**config.mk**
```make
export PLATFORM = sky130hd
export DESIGN_NAME = irq_vector_unit
export DESIGN_NICKNAME = d
export VERILOG_FILES = /design/src/rtl/irq_pkg.sv /design/src/rtl/irq_ext_flag.sv /design/src/rtl/irq_sticky_flag.sv /design/src/rtl/irq_arbiter.sv /design/src/rtl/irq_service_ctl.sv /design/src/rtl/irq_vector_unit.sv
export SDC_FILE = /design/constraint.sdc
export NUM_CORES = 1
export LEC_CHECK = 0
export ABC_AREA = 1
export BUFFER_PORTS_ARGS = -buffer_cell sky130_fd_sc_hd__buf_2
export CAP_MARGIN = 0
export CORE_AREA = 3 3 49 51
export DETAILED_ROUTE_END_ITERATION = 16
export DIE_AREA = 0 0 52 54
export PLACE_DENSITY = 0.71
export SYNTH_ARGS = -nofsm -noshare
export SYNTH_HDL_FRONTEND = slang
export SYNTH_SLANG_ARGS = --single-unit
```
**constraint.sdc**
```tcl
create_clock -name clk -period 1.1 [get_ports clk]
set_input_delay 0.055 -clock clk [delete_from_list [all_inputs] [get_ports clk]]
set_output_delay 0.055 -clock clk [all_outputs]
set_load 0.02 [all_outputs]
```
**src/rtl/irq_pkg.sv**
```systemverilog
package irq_pkg;
  localparam int NUM_SRC = 5;
  localparam int SRC_W   = $clog2(NUM_SRC);

  typedef enum logic [SRC_W-1:0] {
    SRC_EXT0 = 3'd0,
    SRC_TMR0 = 3'd1,
    SRC_EXT1 = 3'd2,
    SRC_TMR1 = 3'd3,
    SRC_SER  = 3'd4
  } irq_src_e;
endpackage

```
**src/rtl/irq_ext_flag.sv**
```systemverilog
// One external request: synchronizer, falling-edge detector, sticky flag or level follow.
module irq_ext_flag #(
  parameter int SYNC_STAGES = 2
) (
  input  logic clk,
  input  logic rst_n,
  input  logic pin_n,
  input  logic edge_mode,
  input  logic clr,
  output logic flag
);
  logic [SYNC_STAGES-1:0] sync_q;
  logic                   last_q;
  logic                   sticky_q;
  logic                   pin_s;
  logic                   fall;

  assign pin_s = sync_q[SYNC_STAGES-1];
  assign fall  = last_q & ~pin_s;

  always_ff @(posedge clk or negedge rst_n) begin
    if (!rst_n) begin
      sync_q <= '1;
      last_q <= 1'b1;
    end else begin
      sync_q <= {sync_q[SYNC_STAGES-2:0], pin_n};
      last_q <= pin_s;
    end
  end

  // A new edge wins over a clear in the same cycle.
  always_ff @(posedge clk or negedge rst_n) begin
    if (!rst_n)          sticky_q <= 1'b0;
    else if (!edge_mode) sticky_q <= 1'b0;
    else if (fall)       sticky_q <= 1'b1;
    else if (clr)        sticky_q <= 1'b0;
  end

  assign flag = edge_mode ? sticky_q : ~pin_s;
endmodule

```
**src/rtl/irq_sticky_flag.sv**
```systemverilog
// Set-by-pulse, clear-on-acknowledge flag for the timer overflow sources.
module irq_sticky_flag (
  input  logic clk,
  input  logic rst_n,
  input  logic set,
  input  logic clr,
  output logic flag
);
  always_ff @(posedge clk or negedge rst_n) begin
    if (!rst_n)   flag <= 1'b0;
    else if (set) flag <= 1'b1;
    else if (clr) flag <= 1'b0;
  end
endmodule

```
**src/rtl/irq_arbiter.sv**
```systemverilog
// Fixed-order selection: the lowest index wins.
module irq_arbiter
  import irq_pkg::*;
#(
  parameter int N = NUM_SRC
) (
  input  logic [N-1:0]     pending,
  output logic             any,
  output logic [SRC_W-1:0] sel
);
  always_comb begin
    any = 1'b0;
    sel = '0;
    for (int i = N - 1; i >= 0; i--) begin
      if (pending[i]) begin
        any = 1'b1;
        sel = SRC_W'(i);
      end
    end
  end
endmodule

```
**src/rtl/irq_service_ctl.sv**
```systemverilog
// Request/acknowledge/return sequencing; the chosen source is frozen while the request is up.
module irq_service_ctl
  import irq_pkg::*;
#(
  parameter int N = NUM_SRC
) (
  input  logic             clk,
  input  logic             rst_n,
  input  logic             any,
  input  logic [SRC_W-1:0] sel,
  input  logic             glb_en,
  input  logic             ack,
  input  logic             reti,
  output logic             req,
  output logic [SRC_W-1:0] cur,
  output logic [N-1:0]     clr_onehot
);
  logic busy_q;
  logic take;

  assign take = req & ack;

  always_ff @(posedge clk or negedge rst_n) begin
    if (!rst_n) begin
      req    <= 1'b0;
      cur    <= '0;
      busy_q <= 1'b0;
    end else begin
      if (req) begin
        if (ack) begin
          req    <= 1'b0;
          busy_q <= 1'b1;
        end
      end else begin
        if (reti) busy_q <= 1'b0;
        else if (!busy_q && glb_en && any) begin
          req <= 1'b1;
          cur <= sel;
        end
      end
    end
  end

  always_comb begin
    clr_onehot = '0;
    if (take) clr_onehot[cur] = 1'b1;
  end
endmodule

```
**src/rtl/irq_vector_unit.sv**
```systemverilog
module irq_vector_unit
  import irq_pkg::*;
#(
  parameter int          VEC_W       = 16,
  parameter int          VEC_BASE    = 3,
  parameter int          VEC_STRIDE  = 8,
  parameter int          SYNC_STAGES = 2
) (
  input  logic             clk,
  input  logic             rst_n,
  input  logic [1:0]       ext_irq_n,
  input  logic [1:0]       ext_edge_mode,
  input  logic [1:0]       tmr_ovf,
  input  logic             ser_tx_done,
  input  logic             ser_rx_done,
  input  logic [NUM_SRC-1:0] src_en,
  input  logic             glb_en,
  input  logic             irq_ack,
  input  logic             irq_reti,
  output logic             irq_req,
  output logic [VEC_W-1:0] irq_vec
);
  localparam int NUM_PAIR = 2;

  logic [NUM_SRC-1:0] flags;
  logic [NUM_SRC-1:0] pending;
  logic [NUM_SRC-1:0] clr_onehot;
  logic               any;
  logic [SRC_W-1:0]   sel;
  logic [SRC_W-1:0]   cur;

  // External k sits at index 2k, timer k at index 2k+1.
  for (genvar k = 0; k < NUM_PAIR; k++) begin : g_pair
    irq_ext_flag #(.SYNC_STAGES(SYNC_STAGES)) u_ext (
      .clk      (clk),
      .rst_n    (rst_n),
      .pin_n    (ext_irq_n[k]),
      .edge_mode(ext_edge_mode[k]),
      .clr      (clr_onehot[2*k]),
      .flag     (flags[2*k])
    );
    irq_sticky_flag u_tmr (
      .clk  (clk),
      .rst_n(rst_n),
      .set  (tmr_ovf[k]),
      .clr  (clr_onehot[2*k+1]),
      .flag (flags[2*k+1])
    );
  end

  // Serial flag belongs to software: never cleared here.
  assign flags[SRC_SER] = ser_tx_done | ser_rx_done;
  assign pending        = flags & src_en;

  irq_arbiter #(.N(NUM_SRC)) u_arb (
    .pending(pending),
    .any    (any),
    .sel    (sel)
  );

  irq_service_ctl #(.N(NUM_SRC)) u_ctl (
    .clk       (clk),
    .rst_n     (rst_n),
    .any       (any),
    .sel       (sel),
    .glb_en    (glb_en),
    .ack       (irq_ack),
    .reti      (irq_reti),
    .req       (irq_req),
    .cur       (cur),
    .clr_onehot(clr_onehot)
  );

  assign irq_vec = irq_req ? VEC_W'(VEC_BASE + int'(cur) * VEC_STRIDE) : '0;
endmodule

```
==> impl_metrics.csv, run 1 <==
group,metric,value,unit
outcome,status,"finished with violations",
synth,synthCells,103,
setup_path,cpPeakStageDelay,0.46,ns
timing,hold_violations,0,
outcome,failed_checks,"setup timing",
floorplanning,fp.dieArea,2810,um^2
synth,synth_area,821,um^2
timing,fin_crit,1.15,ns
power_and_ir_drop,peakVddDrop,921,uV
power_and_ir_drop,cellPowerDensity,1300,nW/um^2
synth,synth_top_cells_by_count,"nand2_1 (28), inv_1 (16), buf_4 (13)",
route,postRouteAntennaNets,0,
timing,timing.final.crit_share,1.04,
setup_path,startpoint_type,"flip-flop",
cells_and_area,nets,157,
cells_and_area,final_cells,165,
floorplanning,rows,16,
cells_and_area,antenna_cells,0,
clocking,htreeDepth,1,
flow_run,drv_cap,0,
timing,max_clock_freq,873,MHz
clocking,clock_latency,0.28,ns
synth,ys.flop_type,"dfrtp_1",
route,post_drt_wl_per_cell,10.0,um
setup_path,cp.arrival,1.09,ns
clocking,cts_root_buffer,"clkbuf_4",
power_and_ir_drop,total_power,1.40,mW
placed_design,routabilityCongestion,0.818,
floorplanning,die_w,52,um
floorplanning,io_pins,35,
placed_design,io_buffers,23,
route,drc,0,
clocking,numCtsBuffers,3,
synth,synth_mux_area_frac,0,
route,route.vias.total,728,
grt,grt_pass1_wl,2.57,mm
synth,postSynthAreaPerCell,7.97,um^2
floorplanning,start_util,0.414,
synth,synth-simple-area-share,0.279,
floorplanning,core,1980,um^2
synth,ys_warn_count,0,
synth,synth.yosys.seq_area_share,0.466,
synth,yosys.area.top_type,"dfrtp_1",
setup_path,regToRegSetupSlack,-0.03,ns
synth,synth_edf_count,0,
synth,yosysTopAreaCellShare,0.274,
clocking,clockBufferDepth,2,
clocking,path_clk_slew,0.09,ns
route,dr.pass1.iters,4,
timing,rsz0062_at_grt,"true",
route,dr.first_iter.drc_count,8,
placed_design,hpwl,1.25,mm
placed_design,dp.cells,155,
timing,final_max_slew_viol_count,0,
grt,grt_max_degree,16,
setup_path,path_class,"flip-flop to output pin",
power_and_ir_drop,p_leak,0.592,nW
synth,synth_area_leaders,"dfrtp_1 (27%), dfstp_2 (19%), nand2_1 (13%), buf_4 (12%), inv_1 (7.3%)",
floorplanning,die_y,54,um
synth,ys_ff_latch,15,
timing,clock_skew,0.00177,ns
cells_and_area,post-route-util,0.544,
cells_and_area,area_delta_synth_final,31.2,%
synth,synth_fa_ha_area_frac,0,
synth,synth_top_family_by_area,"simple AND/OR/NAND/NOR gates",
setup_path,crit_top_cell,"buf_6",
grt,grt_antenna_before_repair,0,
synth,synth-xor-area-share,0,
cells_and_area,final_area,1080,um^2
setup_path,path_cells,"buf_6, nand2_2, inv_2, buf_6",
setup_path,crit_slowest_cell,"dfrtp_2",
route,wl,1.65,mm
synth,ys_async_sr_fraction,1.00,
grt,grt_pass1_vias,648,
cells_and_area,drive_gt1_frac,0.384,
clocking,clkSinkCount,15,
clocking,cts_tree,"yes",
synth,synthMostInstantiatedCell,"nand2_1",
setup_path,crit_required,1.04,ns
setup_path,end_kind,"output pin",
timing,setup_violations,6,
placed_design,dpl_cell_area,947,um^2
worst_hold_path,hold_path.class,"input pin to flip-flop",
route,drt-vias-per-instance,4.41,
timing,setup_ws,-0.0455,ns
grt,grt_overflow,0,
synth,synth-compound-area-share,0.0534,
grt,gr-usage-all-layers,0.127,
synth,ys_types,18,
setup_path,cp_max_fo,5,
## report_power, final
part           leakage, nW  internal, mW  switching [mW]
Clock               0.0177         0.135           0.179
Combinational        0.404         0.167           0.241
Sequential           0.171         0.621          0.0594
## cells by family after synthesis
logic type | Yosys count
compound gates | 7
other cells | 1
buf+inv | 30
simple gates | 50
flops | 15
## per-layer routing
metal,track usage,vias up,share of wire
li1,-,360,-
met1,0.140,334,0.41
met2,0.236,30,0.51
met3,0.0249,4,0.066
met4,0.0524,0,0.010
met5,0,-,0
## metrics by stage
step	TNS [ns]	hold slack [ns]	worst slack, ns
3_3_place_gp	-0.0107	-0.0312	-0.0107
6_report	-0.166	0.0342	-0.0455
5_1_grt	-0.648	0.0339	-0.120
3_5_place_dp	-0.0898	-0.0292	-0.0522
4_1_cts	-0.204	0.0270	-0.0513
2_1_floorplan	0	-0.241	0.000401
## critical path: cells and delay by family, from the launching register on
family | cells | cell delay (ns)
flip-flops | 1 | 0.46
AND/OR/NAND/NOR | 1 | 0.05
buffers and inverters | 3 | 0.31
## sequential cells by signal, indices dropped and copies added, names as in the netlist
name                   count
u_ctl.busy_q               1
g_pair.u_ext.sync_q        4
u_ctl.cur                  3
g_pair.u_ext.last_q        2
u_ctl.req                  1
g_pair.u_tmr.flag          2
g_pair.u_ext.sticky_q      2
## cell type report
| class | instances | area [um^2] |
|---|---|---|
| timing repair buffer | 34 | 241 |
| sequential | 15 | 384 |
| inverter | 17 | 63.8 |
| multi-input combinational | 68 | 327 |
| fill | 172 | 905 |
| clock buffer | 3 | 22.5 |
| tap | 27 | 33.8 |
| clock inverter | 1 | 5.00 |
## final timing paths
path / from / to / cells past startpoint
setup / recovery: u_ctl.req / irq_vec[4] / 4
hold / removal: ext_edge_mode[1] / g_pair[1].u_ext.sticky_q / 3
setup reg to reg: g_pair[1].u_ext.sync_q[1] / u_ctl.cur[0] / 8
hold reg to reg: g_pair[1].u_ext.sync_q[0] / g_pair[1].u_ext.sync_q[1] / 0
max in group asynchronous: rst_n / g_pair[1].u_ext.last_q / 2
min in group asynchronous: rst_n / g_pair[0].u_ext.sticky_q / 2
## cell usage in the layout, fill, tap and decap left out, types with 5 or more instances in the layout
cell	count
nand2_1	25
buf_2	19
inv_1	13
conb_1	11
nor2_1	8
dfrtp_1	8
nand3_1	6
dfstp_2	6
dlygate4sd3_1	6
nand2_2	5
buf_6	5
## timing repair
action,4_1_cts,5_1_grt
resized for setup,9,9
setup endpoints to repair,8,8
hold buffers,6,0
pin swaps,2,1
gates cloned,0,0
setup buffers,0,0
endpoints found under the hold margin,20,0
Note: power is estimated with default switching activity, not from simulation.
==> inputs of run 2 (changes only) <==
- PLACE_DENSITY: 0.71 -> 0.78
- SKIP_CTS_REPAIR_TIMING: not set -> 1
- SKIP_LAST_GASP: not set -> 1
==> run 2 against run 1 <==
The flow still finishes with violations (setup timing). First-iteration DRC count rose by 140%. Flip-flop and latch count did not move. Fmax fell by 2.8%. Critical path depth rose by 2. Final area rose by 5.5%. Clock power rose by 3%. Sequential share of layout area fell by 1.8 points. Count of clock-buffer cells in the layout did not move. Cell count rose by 1.2%. Critical path type is now flip-flop to flip-flop. Critical endpoint is now u_ctl.cur[0]. Largest power group unchanged.
==> impl_metrics.csv, run 2 (synthesis gave the netlist of run 1 again) <==
group,metric,value,unit
outcome,status,"finished with violations",
outcome,failed_checks,"setup timing",
timing,rsz0062_at_grt,"true",
setup_path,crit_slowest_cell,"dfstp_2",
floorplanning,die_w,52,um
grt,gr-usage-all-layers,0.119,
power_and_ir_drop,power_switching,0.533,mW
setup_path,startpoint_type,"flip-flop",
timing,hold_violations,0,
route,route.vias.total,748,
flow_run,drv_cap,0,
setup_path,end_kind,"flip-flop",
route,drc,0,
setup_path,path_cells,"nand2_1, nand3_2, buf_4, nand4_1, nand4_1, nand2_1",
placed_design,routabilityCongestion,0.798,
power_and_ir_drop,p_leak,0.613,nW
clocking,cts_root_buffer,"clkbuf_4",
cells_and_area,drive_gt1_frac,0.443,
route,post_drt_wl_per_cell,11.1,um
grt,grt_max_degree,16,
route,dr.pass1.iters,4,
cells_and_area,final_cells,167,
clocking,numCtsBuffers,3,
timing,fin_crit,1.18,ns
cells_and_area,nets,159,
floorplanning,fp.dieArea,2810,um^2
placed_design,io_buffers,23,
cells_and_area,layout_common_cells,"nand2_1 (21), buf_2 (18), inv_1 (13)",
floorplanning,rows,16,
cells_and_area,reg_top3,"g_pair.u_ext.sync_q: 4 flops, u_ctl.cur: 3 flops",
power_and_ir_drop,pwr-share-seq,0.462,
setup_path,cpPeakStageDelay,0.54,ns
timing,setup_ws,-0.0786,ns
placed_design,dp.cells,154,
setup_path,crit_required,1.29,ns
timing,final_max_slew_viol_count,0,
cells_and_area,final_common_cell,"nand2_1",
route,drt-vias-per-instance,4.48,
grt,grt_pass1_vias,620,
timing,setup_violations,9,
route,postRouteAntennaNets,0,
route,dr.first_iter.drc_count,19,
cells_and_area,antenna_cells,0,
clocking,clockBufferDepth,2,
timing,max_clock_freq,848,MHz
floorplanning,die_y,54,um
power_and_ir_drop,peakVddDrop,1160,uV
power_and_ir_drop,comb_power_share,0.321,
worst_hold_path,hold_path.class,"input pin to flip-flop",
grt,grt_overflow,0,
power_and_ir_drop,clockPowerShare,0.217,
power_and_ir_drop,cellPowerDensity,1310,nW/um^2
grt,grt_pass1_wl,2.42,mm
clocking,cts_tree,"yes",
floorplanning,io_pins,35,
setup_path,cp_max_fo,4,
route,wl,1.86,mm
floorplanning,core,1980,um^2
setup_path,cp.arrival,1.37,ns
timing,clock_skew,0.00449,ns
clocking,path_clk_slew,0.09,ns
clocking,clock_latency,0.29,ns
placed_design,hpwl,1.23,mm
clocking,clkSinkCount,15,
setup_path,path_class,"flip-flop to flip-flop",
floorplanning,start_util,0.414,
clocking,htreeDepth,1,
timing,timing.final.crit_share,1.07,
cells_and_area,area_delta_synth_final,38.4,%
power_and_ir_drop,switching_share,0.359,
cells_and_area,top_register,"g_pair.u_ext.sync_q",
power_and_ir_drop,p_int,0.950,mW
grt,grt_antenna_before_repair,0,
placed_design,dp_slack,-0.0806,ns
cells_and_area,largest_reg_flops,4,
==> run 2: final cells by class <==
type	count	area [um^2]
fillers	166	846
flip-flops and latches	15	384
multi-input cells	68	359
repair buffers	36	265
inverters	17	66.3
well taps	27	33.8
clock buffers	3	22.5
clock inverters	1	5.00
==> run 2: power by group through the flow <==
stage          combinational, mW  sequential (mW)  clock [mW]
2_1_floorplan              0.262            0.685           0
3_3_place_gp               0.338            0.681           0
3_5_place_dp               0.346            0.685           0
4_1_cts                    0.348            0.675       0.328
5_1_grt                    0.512            0.696       0.351
6_report                   0.476            0.685       0.322
==> run 2: worst max-delay path, delay by kind of cell, from the launching register on <==
kind,cells,cell delay [ns]
flip-flops,1,0.54
AND/OR/NAND/NOR,5,0.42
buffers and inverters,1,0.12
==> run 2: path summary, 6_finish.rpt <==
check	endpoint	cells after the start	slack, ns	startpoint
setup reg to reg	u_ctl.cur[0]	6	-0.08	g_pair[1].u_ext.sync_q[1]
setup / recovery	u_ctl.cur[0]	6	-0.08	g_pair[1].u_ext.sync_q[1]
hold reg to reg	g_pair[0].u_ext.sync_q[1]	0	0.36	g_pair[0].u_ext.sync_q[0]
max in group asynchronous	g_pair[0].u_ext.last_q	2	0.63	rst_n
min in group asynchronous	u_ctl.cur[2]	2	0.18	rst_n
hold / removal	g_pair[0].u_ext.sticky_q	3	0.04	ext_edge_mode[0]
==> run 2: metrics by stage <==
stage           util  instance area [um^2]  TNS (ns)  total power [mW]  hold WS [ns]
3_3_place_gp   0.474                   940   -0.0284              1.02       -0.0348
2_1_floorplan      -                   858         0             0.946        -0.241
6_report       0.573                  1140    -0.359              1.48        0.0433
4_1_cts        0.488                   967    -0.676              1.35        -0.353
3_5_place_dp   0.474                   940    -0.150              1.03       -0.0304
5_1_grt        0.573                  1140    -0.946              1.56        0.0515
==> run 2: layer usage <==
metal	global-route usage	up-vias	share of wire	wire [um]
met5	0	-	0	0
li1	-	360	-	-
met2	0.218	42	0.50	919
met3	0.0166	13	0.065	121
met1	0.128	333	0.38	710
met4	0.0786	0	0.057	105
==> inputs of run 3 (changes only) <==
- MAX_ROUTING_LAYER: not set -> met4
==> run 3 against run 2 <==
Sequential power barely moved. Count of clock-buffer cells in the layout did not move. Hold slack barely moved. Cell count did not move. Critical path depth did not move. Flip-flop and latch count did not move. Global-route usage rose by 0.35 points. First-iteration DRC count did not move. The run still ends with setup timing left. Die area did not move.
==> impl_metrics.csv, run 3 (synthesis gave the netlist of run 1 again) <==
group,metric,value,unit
placed_design,hpwl,1.23,mm
grt,busiest_layer,"met2",
grt,grt_pass1_wl,2.42,mm
outcome,failed_checks,"setup timing",
route,dr.first_iter.drc_count,19,
grt,grtUsageMet1,0.128,
power_and_ir_drop,peakVddDrop,1160,uV
setup_path,cp.arrival,1.37,ns
grt,gr-usage-all-layers,0.123,
route,dr.pass1.iters,4,
timing,fin_setup_tns,-0.360,ns
clocking,path_clk_slew,0.09,ns
setup_path,crit_required,1.29,ns
timing,rsz0062_at_grt,"true",
route,wl,1.86,mm
timing,final_max_slew_viol_count,0,
cells_and_area,ff_latch_area,384,um^2
timing,fin_crit,1.18,ns
placed_design,dp_slack,-0.0806,ns
placed_design,routabilityCongestion,0.810,
floorplanning,io_pins,35,
cells_and_area,reg_top3,"g_pair.u_ext.sync_q: 4 flops, u_ctl.cur: 3 flops",
timing,hold_violations,0,
route,postRouteAntennaNets,0,
setup_path,cpPeakStageDelay,0.54,ns
outcome,status,"finished with violations",
grt,met2_usage,0.218,
setup_path,cp_max_fo,4,
cells_and_area,final_common_cell,"nand2_1",
setup_path,path_class,"flip-flop to flip-flop",
clocking,clkSinkCount,15,
route,drt-vias-per-instance,4.48,
grt,grt_pass1_vias,622,
cells_and_area,layout_common_cells,"nand2_1 (21), buf_2 (18), inv_1 (13)",
flow_run,drv_cap,0,
cells_and_area,antenna_cells,0,
worst_hold_path,hold_path.class,"input pin to flip-flop",
cells_and_area,drive_gt1_frac,0.443,
cells_and_area,multi_input_area,359,um^2
placed_design,dp.cells,154,
power_and_ir_drop,p_leak,0.613,nW
setup_path,path_delay_family,"flip-flops",
route,drc,0,
setup_path,crit_slowest_cell,"dfstp_2",
grt,grt_antenna_before_repair,0,
cells_and_area,post-route-util,0.573,
setup_path,path_cells,"nand2_1, nand3_2, buf_4, nand4_1, nand4_1, nand2_1",
cells_and_area,final_cells,167,
cells_and_area,largest_reg_flops,4,
clocking,numCtsBuffers,3,
grt,grt_max_degree,16,
setup_path,startpoint_type,"flip-flop",
setup_path,crit_buf_inv,1,
clocking,htreeDepth,1,
clocking,cts_root_buffer,"clkbuf_4",
clocking,clockBufferDepth,2,
floorplanning,die_y,54,um
power_and_ir_drop,cellPowerDensity,1310,nW/um^2
route,route.vias.total,748,
timing,timing.final.crit_share,1.07,
timing,setup_violations,9,
timing,setup_ws,-0.0786,ns
floorplanning,core,1980,um^2
route,post_drt_wl_per_cell,11.1,um
grt,grt_overflow,0,
clocking,cts_tree,"yes",
placed_design,io_buffers,23,
cells_and_area,fillCellCount,166,
floorplanning,rows,16,
floorplanning,die_w,52,um
floorplanning,fp.dieArea,2810,um^2
cells_and_area,area_delta_synth_final,38.4,%
cells_and_area,nets,159,
timing,max_clock_freq,848,MHz
timing,clock_skew,0.00449,ns
cells_and_area,top_register,"g_pair.u_ext.sync_q",
setup_path,end_kind,"flip-flop",
clocking,clock_latency,0.29,ns
grt,met3_usage,0.0166,
floorplanning,start_util,0.414,
[run 3: cell counts in the layout (fill, tap and decap cells not counted)]
Identical to the previous run, type by type.
[run 3: per-stage QoR]
step / cell area (um^2) / total power, mW / hold WS, ns
4_1_cts: 967 / 1.35 / -0.353
6_report: 1140 / 1.48 / 0.0430
3_5_place_dp: 940 / 1.03 / -0.0304
5_1_grt: 1140 / 1.56 / 0.0515
3_3_place_gp: 940 / 1.02 / -0.0348
2_1_floorplan: 858 / 0.946 / -0.241
[run 3: layout make-up]
cell class | count | area share
Clock buffer | 3 | 0.0198
Clock inverter | 1 | 0.00441
Inverter | 17 | 0.0584
Multi-Input combinational cell | 68 | 0.316
Sequential cell | 15 | 0.338
Tap cell | 27 | 0.0297
Timing Repair Buffer | 36 | 0.233
[run 3: worst paths after layout]
check	slack, ns	cells past startpoint	end	start
setup / recovery	-0.08	6	u_ctl.cur[0]	g_pair[1].u_ext.sync_q[1]
hold / removal	0.04	3	g_pair[0].u_ext.sticky_q	ext_edge_mode[0]
setup reg to reg	-0.08	6	u_ctl.cur[0]	g_pair[1].u_ext.sync_q[1]
min in group asynchronous	0.18	2	u_ctl.cur[2]	rst_n
max in group asynchronous	0.63	2	g_pair[0].u_ext.last_q	rst_n
hold reg to reg	0.36	0	g_pair[0].u_ext.sync_q[1]	g_pair[0].u_ext.sync_q[0]
[run 3: report_power, final]
part / switching, mW / leakage [nW] / internal (mW)
Combinational: 0.282 / 0.424 / 0.194
Sequential: 0.0641 / 0.171 / 0.621
Clock: 0.187 / 0.0177 / 0.136
[run 3: metal layers]
layer	share of wire	wire length (um)
met5	0	0
met1	0.38	710
met4	0.054	101
met3	0.067	125
met2	0.50	919
[run 3: worst reg2reg max path, cell delays in order, from the launching register on]
cell and delay [ns]:
dfstp_2 0.54, nand2_1 0.06, nand3_2 0.10, buf_4 0.12, nand4_1 0.09, nand4_1 0.11, nand2_1 0.06
